==> config.mk <==
export PLATFORM = sky130hd
export DESIGN_NAME = pc_sequencer
export DESIGN_NICKNAME = d
export VERILOG_FILES = /design/src/rtl/pc_sequencer.sv
export SDC_FILE = /design/constraint.sdc
export NUM_CORES = 1
export LEC_CHECK = 0
export BUFFER_PORTS_ARGS = -buffer_cell sky130_fd_sc_hd__buf_2
export CAP_MARGIN = 10
export CORE_ASPECT_RATIO = 0.6
export CORE_UTILIZATION = 49
export CTS_BUF_LIST = sky130_fd_sc_hd__clkbuf_4
export DETAILED_ROUTE_END_ITERATION = 8
export GPL_TIMING_DRIVEN = 1
export PLACE_DENSITY_LB_ADDON = 0.2
export SKIP_LAST_GASP = 1
export SYNTH_ARGS = -nofsm -noshare
export SYNTH_HDL_FRONTEND = slang
export SYNTH_SLANG_ARGS = --single-unit
==> constraint.sdc <==
create_clock -name clk -period 6 [get_ports clk]
set_clock_uncertainty 0.05 [all_clocks]
set_input_delay 0.6 -clock clk [delete_from_list [all_inputs] [get_ports clk]]
set_output_delay 0.6 -clock clk [all_outputs]
set_load 0.02 [all_outputs]
==> src/rtl/pc_sequencer.sv <==
module pc_sequencer #(
  parameter logic [15:0] PC_RESET = 16'h0000,
  parameter logic [15:0] SP_RESET = 16'h0000
) (
  input  logic        clk,
  input  logic        rst_n,
  input  logic        step,
  input  logic [2:0]  op,
  input  logic        cond_en,
  input  logic [2:0]  cond,
  input  logic        flag_z,
  input  logic        flag_c,
  input  logic        flag_p,
  input  logic        flag_s,
  input  logic [1:0]  len,
  input  logic [15:0] imm,
  input  logic [15:0] hl,
  input  logic [2:0]  rst_num,
  input  logic [7:0]  mem_rdata,
  output logic [15:0] mem_addr,
  output logic [7:0]  mem_wdata,
  output logic        mem_we,
  output logic        mem_re,
  output logic [15:0] pc,
  output logic [15:0] sp,
  output logic        busy
);

  localparam logic [2:0] OP_JUMP = 3'd1, OP_CALL = 3'd2, OP_RET = 3'd3,
                         OP_RST  = 3'd4, OP_PCHL = 3'd5, OP_SPHL = 3'd6;

  typedef enum logic [2:0] {S_IDLE, S_PUSH_H, S_PUSH_L, S_POP0, S_POP1, S_POP2} state_t;

  state_t      state;
  logic [15:0] ret_q, tgt_q;
  logic [7:0]  lo_q;
  logic        flag_sel, cond_ok, accept;
  logic [15:0] next_seq;

  assign next_seq = pc + {14'd0, len};
  assign busy     = (state != S_IDLE);
  assign accept   = step && !busy;
  assign cond_ok  = !cond_en || (flag_sel == cond[0]);

  always_comb begin
    case (cond[2:1])
      2'd0:    flag_sel = flag_z;
      2'd1:    flag_sel = flag_c;
      2'd2:    flag_sel = flag_p;
      default: flag_sel = flag_s;
    endcase
  end

  always_comb begin
    mem_addr  = sp;
    mem_wdata = 8'h00;
    mem_we    = 1'b0;
    mem_re    = 1'b0;
    case (state)
      S_PUSH_H: begin mem_addr = sp - 16'd1; mem_wdata = ret_q[15:8]; mem_we = 1'b1; end
      S_PUSH_L: begin mem_addr = sp - 16'd2; mem_wdata = ret_q[7:0];  mem_we = 1'b1; end
      S_POP0:   begin mem_addr = sp;         mem_re = 1'b1; end
      S_POP1:   begin mem_addr = sp + 16'd1; mem_re = 1'b1; end
      default: ;
    endcase
  end

  always_ff @(posedge clk) begin
    if (!rst_n) begin
      state <= S_IDLE;
      pc    <= PC_RESET;
      sp    <= SP_RESET;
      ret_q <= 16'h0000;
      tgt_q <= 16'h0000;
      lo_q  <= 8'h00;
    end else begin
      case (state)
        S_IDLE: if (step) begin
          case (op)
            OP_JUMP: pc <= cond_ok ? imm : next_seq;
            OP_CALL: if (cond_ok) begin
                       ret_q <= next_seq;
                       tgt_q <= imm;
                       state <= S_PUSH_H;
                     end else pc <= next_seq;
            OP_RET:  if (cond_ok) state <= S_POP0;
                     else pc <= next_seq;
            OP_RST:  begin
                       ret_q <= next_seq;
                       tgt_q <= {10'd0, rst_num, 3'd0};
                       state <= S_PUSH_H;
                     end
            OP_PCHL: pc <= hl;
            OP_SPHL: begin sp <= hl; pc <= next_seq; end
            default: pc <= next_seq;
          endcase
        end
        S_PUSH_H: state <= S_PUSH_L;
        S_PUSH_L: begin pc <= tgt_q; sp <= sp - 16'd2; state <= S_IDLE; end
        S_POP0:   state <= S_POP1;
        S_POP1:   begin lo_q <= mem_rdata; state <= S_POP2; end
        S_POP2:   begin pc <= {mem_rdata, lo_q}; sp <= sp + 16'd2; state <= S_IDLE; end
        default:  state <= S_IDLE;
      endcase
    end
  end

  AST_IDLE_QUIET: assert property (@(posedge clk) disable iff (!rst_n)
    !busy |-> !mem_we && !mem_re);
  AST_SEQ_ADVANCE: assert property (@(posedge clk) disable iff (!rst_n)
    (accept && (op == 3'd0 || op == 3'd7)) |=> pc == $past(pc) + {14'd0, $past(len)});
  AST_JUMP_LOAD: assert property (@(posedge clk) disable iff (!rst_n)
    (accept && op == OP_JUMP && !cond_en) |=> pc == $past(imm));
  AST_SKIP_QUIET: assert property (@(posedge clk) disable iff (!rst_n)
    (accept && cond_en && !cond_ok && (op == OP_CALL || op == OP_RET)) |=> !busy && sp == $past(sp));
  AST_PUSH_ORDER: assert property (@(posedge clk) disable iff (!rst_n)
    $rose(mem_we) |=> mem_we && mem_addr == $past(mem_addr) - 16'd1);
  AST_POP_ORDER: assert property (@(posedge clk) disable iff (!rst_n)
    $rose(mem_re) |=> mem_re && mem_addr == $past(mem_addr) + 16'd1);
  AST_PCHL_LOAD: assert property (@(posedge clk) disable iff (!rst_n)
    (accept && op == OP_PCHL) |=> pc == $past(hl));
  AST_SPHL_LOAD: assert property (@(posedge clk) disable iff (!rst_n)
    (accept && op == OP_SPHL) |=> sp == $past(hl));
  AST_BUSY_HOLD: assert property (@(posedge clk) disable iff (!rst_n)
    (busy && !mem_we && !mem_re) |-> $stable(sp));

endmodule

[After elaboration in Yosys (flattened, before gate mapping)]
Index checks and enable logic that the tools add are counted.
Widths: inputs -> output; s select.
Storage, ports and cells
  register bits after elaboration: 75
  input port bits: 59
  output and inout port bits: 59
  word-level logic and storage cells: 69
Cells by class
  add/subtract/negate cells: 5
  equal/unequal tests: 22
  muxes and demuxes: 22
  reductions and logical operators: 14
Operator list (number)
  $pmux 16 s3: 3
  $mux 16: 7
  $pmux 16 s2: 2
  $pmux 16 s4: 1
  $add 16x1->16 const B: 1
  $add 16x2->16: 1
  $add 16x2->16 const B: 1
  $pmux 8 s2: 1
  $sub 16x1->16 const B: 1
  $sub 16x2->16 const B: 1
  $eq 3x3->1 const B: 5
  $eq 3x2->1 const B: 4
  $pmux 3 s4: 1
  $reduce_and 4->1: 3
  $mux 3: 3
  $ne 3x3->1 const B: 3
  $pmux 3 s3: 1
  $eq 3x1->1 const B: 2
  $ne 2x2->1 const B: 3
  $reduce_bool 3->1: 2
  $reduce_or 2->1: 3
  $ne 4x1->1 const B: 1
  $logic_not 3->1: 1
  $pmux 1 s3: 1
  other kinds (10): 11

[Depth between registers and ports, before layout]
Gate-level depths: netlist of the first run.
  depth after elaboration: 8
  gate-level depth with buffers: 12
  mapped depth without buffers: 11

[Worst setup path after synthesis of the first run]
No wires, ideal clock.
  path type: reg-to-output
  start point: register state[0]
  end point: output mem_addr[13]
  arrival time: 3.765 ns
  required time: 5.350 ns
  setup slack: 1.585 ns
  stages on the path, launching flop included: 13
  path buffers: 1
  cell sequence: dfxtp_1 > buf_2 > nand2b_1 > nor2_1 > clkinv_1 > ha_1 > a211oi_1 > o211ai_1 > and2_1 > a211o_1 > o31ai_1 > xor2_1 > o21ai_0
Between the ends
  cells in the longest elaborated chain, start to end: 2
  elaborated cells on any way between the ends: 4
  those cells by class: eq/ne (3); mux (1)
RTL lines
  from (decl): line 34  | state_t state;
  from (signal assigned): line 70  | state <= S_IDLE;
  from (signal assigned): line 84  | state <= S_PUSH_H;
  from (signal assigned): line 86  | OP_RET: if (cond_ok) state <= S_POP0;
  $eq 3x3->1, or another cell as far along: line 59  | case (state)
  $pmux 16 s3 (*): line 59
  to (decl): line 20  | output logic [15:0] mem_addr,
Every way passes the cells marked *; elsewhere a longest branch is shown, timed or not.

[Worst setup path after layout of the first run]
  start point: register state[2]
  end point: output mem_addr[8]
The elaborated chain is that of the path after synthesis.

==> results of run 1 <==
logic make-up after synthesis:
kind of cell,Yosys count
buf+inv,79
simple gates,289
xor+xnor,33
flops,75
fa+ha+maj,23
compound gates,285
mux,6
final cells by class:
type                            count  area [µm²]  share of cell area (%)
Antenna cell                        1       2.502                 0.03840
Inverter                           16       63.81                  0.9793
Timing Repair Buffer              127       660.6                   10.14
Sequential cell                    75        1501                   23.04
Tap cell                          160       200.2                   3.072
Multi-Input combinational cell    636        3975                   61.00
Clock buffer                       13       97.59                   1.498
Clock inverter                      3       15.01                  0.2304
placed cells by master, fill, tap and decap left out, types with 15 or more instances in the layout:
cell,Yosys,layout
a21oi_1,66,66
nor3_1,21,21
o21ai_0,78,78
a22oi_1,19,19
nor2_1,66,66
inv_1,15,15
xnor2_1,19,19
dfxtp_1,75,75
ha_1,20,20
nand2_1,101,101
a31oi_1,20,20
nand3_1,32,32
buf_2,12,117
power groups by stage:
stage                     registers (µW)  clock network, µW  logic [µW]
after floorplan                      573                  0         288
after global placement               571                  0         417
after detailed placement             572                  0         424
after CTS                            561                290         426
after global routing                 567                313         471
final                                563                288         439
path summary, 6_finish.rpt:
check / from / to / slack, ns
setup / recovery: state[2]$_SDFFE_PN0P_ / mem_addr[8] / 0.55
hold / removal: rst_num[1] / tgt_q[4]$_SDFFE_PN0P_ / 0.36
setup reg to reg: state[1]$_SDFFE_PN0P_ / pc[12]$_SDFFE_PN0P_ / 2.82
hold reg to reg: tgt_q[2]$_SDFFE_PN0P_ / tgt_q[2]$_SDFFE_PN0P_ / 0.42
worst min-delay path: cells and delay by family:
kind	cells	cell delay, ns
compound gates	1	0.08
buf+inv	1	0.09
simple gates	1	0.05
metrics by stage:
stage,util [%],hold WS (ns),setup WS (ns)
floorplan,-,0.3804,1.585
global placement,56.06,0.3900,1.141
detailed placement,56.06,0.3964,0.9344
CTS,57.05,0.3483,0.4357
global route,57.11,0.3383,0.2454
finish,57.11,0.3595,0.5489
flip-flops by register name, summed over array words and instances, names as in the netlist:
register	flops
ret_q	16
tgt_q	16
lo_q	8
state	3
sp	16
pc	16
layer usage:
layer / vias up / wire [µm]
met2: 423 / 8306
met3: 23 / 3277
met5: - / 0
li1: 3064 / -
met4: 0 / 197
met1: 3232 / 9811
repair_timing:
| action | CTS | global route |
|---|---|---|
| gates resized for setup | 0 | 1 |
| endpoints found under the setup margin | 0 | 1 |
| hold endpoints to repair | 0 | 0 |
| hold buffers | 0 | 0 |
==> results.yml, run 1 <==
global_route:
  antenna_found_initial: 1
  grtUsageTotal_pct: 34.95
  grt_pass1_vias: 5763
  grt_max_degree: 55
  busiest_layer: "met1"
  grt_pass1_wl_mm: 32.46
  grt-ovfl-total: 0
  gr-usage-met2_pct: 45.05
  use_met1_pct: 53.56
  met3_usage_pct: 12.38
clock_tree:
  clkSlewWorstSetupHoldPaths_ns: 0.12
  insertion_delay_ns: 0.44
  h-tree-depth: 3
  cts_setup_buffers: 0
  cts_tree: "built"
  clockBufferDepth: 2
  cts_root_buf: "clkbuf_4"
  numCtsBuffers: 9
  numClockSinks: 75
synthesis:
  synth-edff-count: 0
  netlist_instances: 790
  ys_ff_latch: 75
  synthTopCellsByArea: "dfxtp_1 26%, o21ai_0 6.7%, nand2_1 6.5%"
  avgSynthCellArea_um2: 7.365
  synth_area_leader_cell: "dfxtp_1"
  ys_async_sr_fraction_pct: 0
  synthTopCellsByCount: "101 x nand2_1, 78 x o21ai_0, 75 x dfxtp_1, 66 x a21oi_1, 66 x nor2_1"
  synth_compound_area_share_pct: 32.24
  synth_top_area_share_pct: 25.81
  yosysMostFrequentCell: "nand2_1"
  synthXorXnorAreaFrac_pct: 5.290
  netlist_area_um2: 5818
  synth.distinct_cells: 80
  ys_warn_count: 0
  synth_top_flop_cell: "dfxtp_1"
  synthAdderAreaFrac_pct: 5.161
  synth_top_family_by_area: "compound AO/OA/AOI/OAI gates"
  yosys.area_share.simple_pct: 24.26
  synth_nets: 871
  synthMuxAreaShare_pct: 1.290
  synth-seq-area-share_pct: 25.81
floorplanning:
  core_um2: 11410
  pin_count: 118
  fp.dieH_um: 86.41
  rows: 30
  start_util_pct: 50.99
  dieArea_um2: 12330
  die_w_um: 142.7
critical_path:
  critical_path_buf_inv_count: 3
  crit_type: "register to primary output"
  worst-r2r-cell-count: 8
  cp_max_fo: 28
  cp_top_family: "simple AND/OR/NAND/NOR gates"
  crit_path_cell_trace: "buf_4 > nand2b_1 > nor2_1 > clkinvlp_4 > ha_1 > nand3_1 > a21boi_0 > o21ai_0 > a21oi_1 > xnor2_1 > a211oi_1 > or4_1 > buf_2"
  worstPathArrival_ns: 4.80
  slowest_delay_ns: 0.69
  crit_path_end_kind: "primary output"
  slowest_stage: "clkinvlp_4"
  cp_data_required_time_ns: 5.35
  startpoint_type: "register"
  crit_cells: 13
pwr:
  share_comb_of_total_power_pct: 34.0
  total_power_uw: 1289
  p_per_area_nw_per_um2: 197.8
  peakVddDrop_v: 0.00009263
  leakagePower_uw: 0.002799
  pwr-share-clk_pct: 22.3
  power.switching_uw: 500.7
  seqPwrFrac_pct: 43.6
  p_int_uw: 788.3
  sw_frac_of_total_pct: 38.84
finish:
  finalNonFillerCells: 1031
  stdcell_area_um2: 6516
  drive_above_1_share_pct: 19.54
  fin_nets: 946
  syn_to_final_growth_pct: 12.00
  nFillCells: 1152
flow_run:
  cap_viol_max_count: 0
sta:
  slew_viol_final: 0
  finalSetupTns_ns: 0
  period_share_pct: 90.85
  relSlewSlack_pct: 19.95
  layout_min_cycle_time_ns: 5.451
  hold_viol: 0
  rsz0062_at_grt: "no"
  tightest_slew_ns: 1.195
  clock.fmax_mhz: 183.4
  setup_violations: 0
routing:
  wl_mm: 21.59
  drtPass1Iterations: 7
  drtAntennaViolNets: 0
  viasPerCell: 6.539
  drt-initial-drc-count: 991
  drc: 0
  route.detailed.wl_per_inst_um: 20.94
  vias: 6742
hold_path:
  hold_class: "input port to register"
  whs_path_depth: 3
placed_design:
  place.gp.congestion: 1.036
  dp.cells: 1014
  port_buffers: 117
  dpl.hpwl_mm: 16.19
  dpl_cell_area_um2: 6397
status:
  outcome: "finished, final reports clean"
Power figures use the tool's default switching activity.
==> run 2: changes to the inputs <==
- PLACE_DENSITY: default -> 0.8
- PLACE_DENSITY_LB_ADDON: 0.2 -> default
==> results.yml, run 2 (synthesis results as in run 1) <==
finish:
  fin_nets: 948
  stdcell_area_um2: 6515
  layout_commonest_cell: "buf_2"
  syn_to_final_growth_pct: 11.98
  n_antenna_cell: 0
  fin_util_pct: 57.09
  drive_above_1_share_pct: 19.15
  nFillCells: 1098
  finalNonFillerCells: 1032
  final_cell_mix: "117 x buf_2, 101 x nand2_1, 78 x o21ai_0"
floorplanning:
  core_um2: 11410
  start_util_pct: 50.99
  dieArea_um2: 12330
  die_w_um: 142.7
  fp.dieH_um: 86.41
  pin_count: 118
  rows: 30
sta:
  setup_violations: 0
  relSlewSlack_pct: 23.89
  slew_viol_final: 0
  layout_min_cycle_time_ns: 5.406
  hold_viol: 0
  rsz0062_at_grt: "no"
  hold_ws_ns: 0.3723
  finalSetupTns_ns: 0
  tightest_slew_ns: 1.136
  clock.fmax_mhz: 185.0
  period_share_pct: 90.11
critical_path:
  slowest_stage: "clkinv_1"
  worst-r2r-cell-count: 9
  cp_max_fo: 28
  startpoint_type: "register"
  crit_path_cell_trace: "buf_4 > nand2b_1 > nor2_1 > clkinv_1 > ha_1 > nand3_1 > a21boi_0 > o21ai_0 > a21oi_1 > xnor2_1 > a211oi_1 > or4_1 > buf_2"
  crit_path_end_kind: "primary output"
  slowest_delay_ns: 0.59
  r2r-end: "sp[15]$_SDFFE_PN0P_"
  crit_type: "register to primary output"
  timing.rr.start: "sp[1]$_SDFFE_PN0P_"
  reg2reg_slack_ns: 3.03
  worstPathArrival_ns: 4.76
  cp_data_required_time_ns: 5.35
placed_design:
  dpl.hpwl_mm: 14.87
  dp.cells: 1016
  port_buffers: 117
  dpl_cell_area_um2: 6412
  place.gp.congestion: 0.9705
clock_tree:
  cts_setup_buffers: 0
  cts-resized-gates: 0
  cts_tree: "built"
  clkSlewWorstSetupHoldPaths_ns: 0.12
  numCtsBuffers: 9
  clockBufferDepth: 2
  cts_root_buf: "clkbuf_4"
  numClockSinks: 75
  insertion_delay_ns: 0.44
  postCtsHoldBufs: 0
  h-tree-depth: 3
global_route:
  antenna_found_initial: 0
  grtUsageTotal_pct: 32.45
  grt-ovfl-total: 0
  grt_pass1_vias: 5533
  grt_pass1_wl_mm: 30.53
  grt_max_degree: 55
pwr:
  p_per_area_nw_per_um2: 192.1
  leakagePower_uw: 0.002798
  pwr-share-clk_pct: 20.9
  seqPwrFrac_pct: 44.9
  sw_frac_of_total_pct: 38.10
  power.switching_uw: 477.0
  peakVddDrop_v: 0.00009853
  p_int_uw: 774.8
  share_comb_of_total_power_pct: 34.3
routing:
  drt-initial-drc-count: 932
  wl_met3_mm: 3.442
  wl_mm: 19.88
  drc: 2
  vias: 6596
  wl_met1_mm: 8.859
  route.detailed.wl_per_inst_um: 19.27
  drtAntennaViolNets: 0
  drtPass1Iterations: 9
  viasPerCell: 6.391
  top_layer: "met4"
  met2_length_mm: 7.341
hold_path:
  hold_start: "imm[10]"
  hold_end: "tgt_q[10]$_SDFFE_PN0P_"
  hold_class: "input port to register"
  whs_path_depth: 3
status:
  outcome: "finished with violations"
  violations: "design-rule violations"
flow_run:
  cap_viol_max_count: 0
run 2: cell types whose count changed in the layout (fill, tap and decap cells not counted), sizes merged:
| cell | change |
|---|---|
| clkbuf | -2 |
| clkinvlp | -1 |
| buf | +2 |
| diode | -1 |
| clkinv | +3 |
run 2: worst max path at each step:
stage / start / end / slack, ns / cells past startpoint
final: state[2]$_SDFFE_PN0P_ / mem_addr[8] / 0.59 / 13
after global routing: state[2]$_SDFFE_PN0P_ / mem_addr[8] / 0.28 / 13
after CTS: state[2]$_SDFFE_PN0P_ / mem_addr[8] / 0.73 / 13
after detailed placement: state[2]$_SDFFE_PN0P_ / mem_addr[8] / 1.22 / 13
after global placement: state[2]$_SDFFE_PN0P_ / mem_addr[8] / 1.34 / 13
after floorplan: state[0]$_SDFFE_PN0P_ / mem_addr[13] / 1.59 / 12
run 2: metal layers:
metal / global-route usage [%] / vias to the layer above
li1: - / 3063
met1: 50.72 / 2998
met2: 40.95 / 505
met3: 11.27 / 30
met4: 6.843 / 0
met5: 0 / -
run 2: per-stage QoR:
stage | setup slack, ns | total power (µW)
after CTS | 0.7265 | 1242
after detailed placement | 1.216 | 986.4
final | 0.5936 | 1252
after global routing | 0.2815 | 1318
after floorplan | 1.585 | 860.9
after global placement | 1.339 | 982.4
run 2: critical path: cells and delay by family (launching register included):
| kind | cells | cell delay [ns] |
|---|---|---|
| and+or+nand+nor | 4 | 1.45 |
| adders and majority gates | 1 | 0.55 |
| DFF | 1 | 0.32 |
| xor gates and xnor gates | 1 | 0.14 |
| AOI/OAI and AO/OA | 4 | 0.77 |
| buffers and inverters | 3 | 1.08 |
run 2: power groups by stage:
stage	Clock, µW	Combinational (µW)	Sequential [µW]
final	261	429	562
after global routing	289	463	566
after CTS	265	417	560
after detailed placement	0	415	571
after global placement	0	411	571
after floorplan	0	288	573
run 2: area by class of cell:
| cell class | instances | area, µm² | area share [%] |
|---|---|---|---|
| clock buffer | 11 | 82.58 | 1.268 |
| tap | 160 | 200.2 | 3.073 |
| multi-input combinational | 636 | 3975 | 61.01 |
| clock inverter | 5 | 20.02 | 0.3073 |
| inverter | 16 | 60.06 | 0.9218 |
| timing repair buffer | 129 | 675.6 | 10.37 |
| sequential | 75 | 1501 | 23.05 |
